--- config.mk ---
export PLATFORM = sky130hd
export DESIGN_NAME = dead_band_gen
export DESIGN_NICKNAME = d
export VERILOG_FILES = /design/src/rtl/dbg_pkg.sv /design/src/rtl/dbg_edge_delay.sv /design/src/rtl/dbg_pol_mux.sv /design/src/rtl/dead_band_gen.sv
export SDC_FILE = /design/constraint.sdc
export NUM_CORES = 1
export LEC_CHECK = 0
export BUFFER_PORTS_ARGS = -buffer_cell sky130_fd_sc_hd__buf_2
export CAP_MARGIN = 20
export CORE_MARGIN = 2
export CORE_UTILIZATION = 38
export DETAILED_ROUTE_END_ITERATION = 8
export HOLD_SLACK_MARGIN = 0.1
export SLEW_MARGIN = 20
export SYNTH_ARGS = -nofsm -noshare
export SYNTH_HDL_FRONTEND = slang
export SYNTH_HIERARCHICAL = 1
export SYNTH_SLANG_ARGS = --single-unit
--- constraint.sdc ---
create_clock -name clk -period 2.3 [get_ports clk]
set_input_delay 0.46 -clock clk [delete_from_list [all_inputs] [get_ports clk]]
set_output_delay 0.46 -clock clk [all_outputs]
set_load 0.01 [all_outputs]
--- src/rtl/dbg_pkg.sv ---
package dbg_pkg;
   typedef enum logic [1:0] {
      DBG_ACT_HI     = 2'd0,
      DBG_ACT_LO     = 2'd1,
      DBG_ACT_HI_CMP = 2'd2,
      DBG_ACT_LO_CMP = 2'd3
   } dbg_pol_e;
endpackage

--- src/rtl/dbg_edge_delay.sv ---
// Delays one edge of pwm_i by a run-length count. RISE=1 delays rising
// edges; RISE=0 stretches the high level past falling edges.
module dbg_edge_delay #(
   parameter int DLY_W = 10,
   parameter bit RISE  = 1'b1
) (
   input  logic             clk,
   input  logic             rst_n,
   input  logic             pwm_i,
   input  logic [DLY_W-1:0] dly_i,
   output logic             dly_o
);
   localparam logic [DLY_W-1:0] RUN_MAX  = '1;
   localparam logic [DLY_W-1:0] RUN_INIT = RISE ? '0 : RUN_MAX;

   logic             lvl;
   logic             core;
   logic [DLY_W-1:0] run_q;
   logic [DLY_W-1:0] lat_q;

   generate
      if (RISE) begin : g_rise_in
         assign lvl = pwm_i;
      end else begin : g_fall_in
         assign lvl = ~pwm_i;
      end
   endgenerate

   // run_q: consecutive sampled edges at the active level (saturating)
   // lat_q: delay captured while idle, frozen while a count runs
   always_ff @(posedge clk or negedge rst_n) begin
      if (!rst_n) begin
         run_q <= RUN_INIT;
         lat_q <= '0;
      end else begin
         if (lvl) begin
            if (run_q != RUN_MAX) run_q <= run_q + 1'b1;
         end else begin
            run_q <= '0;
         end
         if (!lvl) lat_q <= dly_i;
      end
   end

   assign core = lvl && (run_q >= lat_q);

   generate
      if (RISE) begin : g_rise_out
         assign dly_o = core;
      end else begin : g_fall_out
         assign dly_o = ~core;
      end
   endgenerate
endmodule

--- src/rtl/dbg_pol_mux.sv ---
module dbg_pol_mux
   import dbg_pkg::*;
(
   input  logic     red_i,
   input  logic     fed_i,
   input  logic     pwm_i,
   input  logic     bypass_i,
   input  dbg_pol_e pol_i,
   output logic     a_o,
   output logic     b_o
);
   always_comb begin
      if (bypass_i) begin
         a_o = pwm_i;
         b_o = pwm_i;
      end else begin
         unique case (pol_i)
            DBG_ACT_HI:     begin a_o =  red_i; b_o =  fed_i; end
            DBG_ACT_LO:     begin a_o = ~red_i; b_o = ~fed_i; end
            DBG_ACT_HI_CMP: begin a_o =  red_i; b_o = ~fed_i; end
            default:        begin a_o = ~red_i; b_o =  fed_i; end
         endcase
      end
   end
endmodule

--- src/rtl/dead_band_gen.sv ---
module dead_band_gen
   import dbg_pkg::*;
#(
   parameter int DLY_W = 10
) (
   input  logic             clk,
   input  logic             rst_n,
   input  logic             pwm_in,
   input  logic             bypass_en,
   input  logic [1:0]       pol_sel,
   input  logic [DLY_W-1:0] rise_cnt,
   input  logic [DLY_W-1:0] fall_cnt,
   output logic             drv_a,
   output logic             drv_b
);
   generate
      if (DLY_W < 1 || DLY_W > 16) begin : g_bad_width
         $error("dead_band_gen: DLY_W must lie in 1..16");
      end
   endgenerate

   logic red;
   logic fed;

   dbg_edge_delay #(.DLY_W(DLY_W), .RISE(1'b1)) u_rise (
      .clk   (clk),
      .rst_n (rst_n),
      .pwm_i (pwm_in),
      .dly_i (rise_cnt),
      .dly_o (red)
   );

   dbg_edge_delay #(.DLY_W(DLY_W), .RISE(1'b0)) u_fall (
      .clk   (clk),
      .rst_n (rst_n),
      .pwm_i (pwm_in),
      .dly_i (fall_cnt),
      .dly_o (fed)
   );

   dbg_pol_mux u_mux (
      .red_i    (red),
      .fed_i    (fed),
      .pwm_i    (pwm_in),
      .bypass_i (bypass_en),
      .pol_i    (dbg_pol_e'(pol_sel)),
      .a_o      (drv_a),
      .b_o      (drv_b)
   );
endmodule

# [Word-level counts from Yosys, hierarchy flattened]
# Cells that the tools add are included.
[word_totals] register_bits=40 input_bits=26 latch_bits=0 out_inout_bits=2 n_memories=0 ramBits=0 wordCells=30 mem_bits_ro=0
[classes] n_lt_le_gt_ge=2 n_addsub=2 bitwise_logic=3 n_eq_ne=5 mul=0 muxes=8 div_mod_pow=0 shift=0 n_reduce_logical=6
[ops] operator="10-bit two-way mux" n=4
[ops] operator="10-bit by 1-bit adder with 10-bit output, second input constant" n=2
[ops] operator="10-bit greater-or-equal comparator" n=2
[ops] operator="10-bit inequality test, second input constant" n=2
[ops] operator="1-bit two-way mux" n=4
[ops] operator="2-bit OR reduction" n=2
[ops] operator="1-bit NOT" n=3
[ops] operator="2-bit by 1-bit == test with 1-bit output, second input constant" n=1
[ops] operator="2-bit == test, second input constant" n=1
[ops] operator="1-bit logical AND" n=2
[ops] operator="2-bit logical NOT" n=1
[ops] operator="2-bit by 1-bit inequality test with 1-bit output, second input constant" n=1
[ops] operator="2-bit nonzero test" n=1

# [Longest topological paths before layout]
[depth] word_depth=5 depth_mapped=8 depth_no_buf=8

# [Cells and area by module]
# Netlist, hierarchy kept.
[by_module_without_submodules] module="dbg_edge_delay at u_rise" cells_each=111 seq_area_each_um2=500.5 n_inst=1 area_per_inst_um2=1152.4
[by_module_without_submodules] module="dbg_edge_delay at u_fall" cells_each=117 seq_area_each_um2=513.0 n_inst=1 area_per_inst_um2=1117.3
[by_module_without_submodules] module="dbg_pol_mux" cells_each=11 seq_area_each_um2=0.0 n_inst=1 area_per_inst_um2=73.8

# [Worst setup path after synthesis]
# Ideal clock, no wire load.
[synth_timing] path_type="reg2out" from="reg u_fall.run_q[0]" to="out drv_b" path_buffers=0 t_arrival_ns=1.850 t_required_ns=1.840 path_slack_ns=-0.010 stages_incl_launch_ff=9 cell_sequence="dfstp_2 -> inv_1 -> ha_1 -> nand2b_1 -> a21oi_1 -> nor3_1 -> o41ai_1 -> xnor2_1 -> a21oi_1"
[synth_via] elab_chain_cells=5
[synth_lines] element="start, declared" line="dbg_edge_delay.sv:18" source="logic [DLY_W-1:0] run_q;"
[synth_lines] element="start signal, assigned" line="dbg_edge_delay.sv:37" source="if (run_q != RUN_MAX) run_q <= run_q + 1'b1;"
[synth_lines] element="10-bit greater-or-equal comparator" line="dbg_edge_delay.sv:45" source="assign core = lvl && (run_q >= lat_q);"
[synth_lines] element="1-bit logical AND" line="dbg_edge_delay.sv:45"
[synth_lines] element="1-bit NOT" line="dbg_edge_delay.sv:51" source="assign dly_o = ~core;"
[synth_lines] element="via fed" line="dead_band_gen.sv:23" source="logic fed;"
[synth_lines] element="1-bit two-way mux" line="dbg_pol_mux.sv:17" source="unique case (pol_i)"
[synth_lines] element="1-bit two-way mux" line="dbg_pol_mux.sv:13" source="if (bypass_i) begin"
[synth_lines] element="end, declared" line="dead_band_gen.sv:14" source="output logic drv_b"
# The timed path passes the listed nets, and every way through them passes these cells.

# [Worst setup path after layout]
[layout_timing] from="reg u_rise.run_q[0]" to="out drv_a"
[layout_via] elab_chain_cells=5
[layout_lines] element="start, declared" line="dbg_edge_delay.sv:18"
[layout_lines] element="start signal, assigned" line="dbg_edge_delay.sv:37"
[layout_lines] element="10-bit greater-or-equal comparator *" line="dbg_edge_delay.sv:45"
[layout_lines] element="1-bit logical AND *" line="dbg_edge_delay.sv:45"
[layout_lines] element="via red" line="dead_band_gen.sv:22" source="logic red;"
[layout_lines] element="1-bit NOT" line="dbg_pol_mux.sv:19, dbg_pol_mux.sv:21"
[layout_lines] element="1-bit two-way mux *"
[layout_lines] element="1-bit two-way mux *" line="dbg_pol_mux.sv:13"
[layout_lines] element="end, declared" line="dead_band_gen.sv:13" source="output logic drv_a,"
# The timed path passes the listed nets; every way through them passes the cells marked *.

==> impl_results.md <==
- Worst setup SP type: register
- Final worst-path cycle share: 1.13
- Antenna diodes: 0
- DR DRC count: 0
- Flop2flop setup slack: 0.38 ns
- Least-Margin Pin Slew: 0.368 ns
- CP Data Required Time: 1.84 ns
- Top-area cell type share of the netlist area: 0.320
- Clk_lat worst skew: 0.29 ns
- DRT Pass-1 Iters: 4
- Die height: 82.5 µm
- Post-Syn Nets: 289
- Clock sink total: 40
- Leakage: 1.48 nW
- Ports: 28
- CTS tree: done
- ANT nets after route: 0
- First-pass GRT wire length: 8.16 mm
- Pin count of the biggest net entering global routing: 33
- Pwr per Cell Area: 522 mW/mm²
- Ys Warns: 6
- Delay-heaviest family, CP: compound AO/OA/AOI/OAI gates
- Initial Util: 0.393
- IO Port Bufs: 27
- Max Freq: 386 MHz
- Via/cell ratio: 5.15
- CP Class: register to output port
- Violated checks: negative setup slack
- Clock Tree Buf Depth: 2
- Layout Nets: 345
- Die area: 0.00681 mm²
- Synth area leader: dfrtp_1
- Status: complete, but fails checks
- Seq/Total Area, Yosys: 0.432
- WP buf/inv: 2
- Vias in the first global route: 1877
- Fin. Hold Viols: 0
- Final setup vio count: 2
- Syn Std Cell Area: 0.00234 mm²
- Critical Path Max Stage Delay: 0.35 ns
- Seq. cell area: 0.00101 mm²
- Worst EP arrival: 2.13 ns
- Post-Synthesis Cells: 239
- Clk root buf: clkbuf_8
- Final worst slack: -0.292 ns
- CP max FO: 2
- Vias: 1911
- Final Util: 0.497
- DPL Wire Length: 3.69 mm
- Antenna violations before repair: 0
- Shortest period the worst path allows: 2.59 ns
- Area contributors post-synth: dfrtp_1 (32%), ha_1 (13%), dfstp_2 (11%), mux2_2 (5.3%), inv_1 (4.3%)
- GP Congestion: 0.827
- CTS buffer count: 5
- Fraction of layout cells with a size suffix above 1: 0.355
- Crit-path cells: inv_1 > ha_1 > nand2b_4 > a31oi_4 > o21ai_2 > a21o_1 > or3_1 > a31oi_1 > buf_2
- Post-Layout Inst Area: 0.00296 mm²
- Multi-input gate area: 0.00131 mm²
- Layout Skew: 0.00778 ns
- Max cap viols: 0
- Hold WC Path Type: primary input to register
- Slew HR: 0.754
- CP endpoint kind: output port
- VDD IR max: 0.000284 V
- Area Overhead vs Synth: 26.4%
- Pwr Total: 1.55 mW
- Worst-path clk slew: 0.08 ns
- Initial DRC Count: 85
- Post-Route WL: 4.84 mm
- Post-synth cell types: 39
- Number of core rows: 28
- H-tree depth: 2
- RSZ-0062 raised after global routing: yes
- Synth Register Bits: 40
- Post-Syn Area per Cell: 9.81 µm²
- Setup_tns: -0.577 ns
- GRT Total Usage: 0.157
- Pins over their slew limit: 0
- DR WL/cell: 13.0 µm
- Core Area: 0.00596 mm²
- Placed cell area: 0.00274 mm²
- Die width: 82.5 µm
- GRT overflow: 0
- Slowest-stage cell, CP: dfrtp_1
- Final hold slack: 0.375 ns
- Fillcell total: 570
==> what timing repair did <==
action / in CTS / in global routing
setup endpoints to repair: 2 / 2
pin swaps: 11 / 3
gates resized for setup: 8 / 10
hold buffers: 1 / 0
setup buffers: 0 / 1
hold endpoints to repair: 11 / 0
cloned: 0 / 0
==> state kept, by name, summed over array words and instances (netlist names) <==
signal,cells
u_fall/lat_q,10
u_fall/run_q,10
u_rise/lat_q,10
u_rise/run_q,10
==> power breakdown <==
part / switching [mW] / internal (mW)
logic: 0.131 / 0.127
clock network: 0.247 / 0.274
registers: 0.0194 / 0.748
total: 0.397 / 1.15
==> worst reg2reg max path: stages, from the launching register on <==
cell,delay (ns)
dfstp_2,0.54
buf_4,0.11
ha_1,0.28
nand4_2,0.23
nor3b_4,0.33
nor3b_1,0.09
nor3_1,0.23
==> synth_stat cells <==
cell / count
o211a_1: 2
inv_1: 27
o41ai_1: 1
buf_6: 1
nor4_1: 1
clkbuf_1: 3
o21ai_0: 14
a31oi_1: 7
mux2_2: 11
o22ai_1: 1
a311oi_1: 3
nor3_2: 1
nand2b_1: 2
a21o_1: 4
nor3_1: 8
a211oi_1: 2
nor2b_1: 2
dfrtp_1: 30
nor2_1: 14
xnor2_1: 5
dfstp_2: 10
and3_1: 2
xor2_1: 1
or3_1: 1
nor3b_1: 1
and4_1: 1
nand3_1: 12
nand4_1: 2
mux2i_1: 3
nand4_2: 2
nor3b_4: 1
nand2_2: 1
nor3_4: 1
ha_1: 24
a21oi_1: 14
nor2_4: 1
buf_2: 1
and2_1: 1
nand2_1: 21
==> final timing paths <==
| path | cells after the start | end | startpoint |
|---|---|---|---|
| max | 9 | drv_a | u_rise/run_q[0]$_DFFE_PN0P_ |
| min in group asynchronous | 2 | u_rise/lat_q[4]$_DFFE_PN0N_ | rst_n |
| min reg2reg | 1 | u_rise/lat_q[7]$_DFFE_PN0N_ | u_rise/lat_q[7]$_DFFE_PN0N_ |
| min | 3 | u_fall/lat_q[7]$_DFFE_PN0P_ | fall_cnt[7] |
| max in group asynchronous | 3 | u_fall/run_q[1]$_DFFE_PN1P_ | rst_n |
| max reg2reg | 6 | u_fall/run_q[3]$_DFFE_PN1P_ | u_fall/run_q[0]$_DFFE_PN1P_ |
==> logic make-up after synthesis <==
kind of cell,synth area share
DFF,0.432
adders and majority gates,0.128
and+or+nand+nor,0.172
muxes,0.0657
buffers and inverters,0.0550
xor gates and xnor gates,0.0224
AOI/OAI and AO/OA,0.124
==> routing by layer <==
metal | share of wire | vias up | wire length, µm | GRT usage
li1 | - | 952 | - | -
met1 | 0.44 | 914 | 2110 | 0.190
met2 | 0.51 | 34 | 2470 | 0.277
met3 | 0.029 | 11 | 139 | 0.0326
met4 | 0.023 | 0 | 113 | 0.0557
met5 | 0 | - | 0 | 0
==> through the flow <==
step	instances	setup WS (ns)
floorplan	239	0.0111
global placement	361	-0.117
detailed placement	361	-0.168
CTS	370	-0.326
global route	371	-0.445
finish	371	-0.292
==> layout make-up <==
type                            count  share of cell area
Clock buffer                        8              0.0338
Multi-Input combinational cell    167               0.443
Sequential cell                    40               0.342
Tap cell                           75              0.0317
Timing Repair Buffer               54               0.115
Inverter                           27              0.0342
==> cells in the final DEF (no fill, tap or decap), drive strengths merged, types with 8 or more instances in the layout <==
cell type,n
nor3,10
dfstp,10
mux2,11
nand2,22
ha,24
o21ai,14
dfrtp,30
buf,53
inv,27
nor2,15
clkbuf,8
a21oi,14
nand3,12
Power figures use the tool's default switching activity.
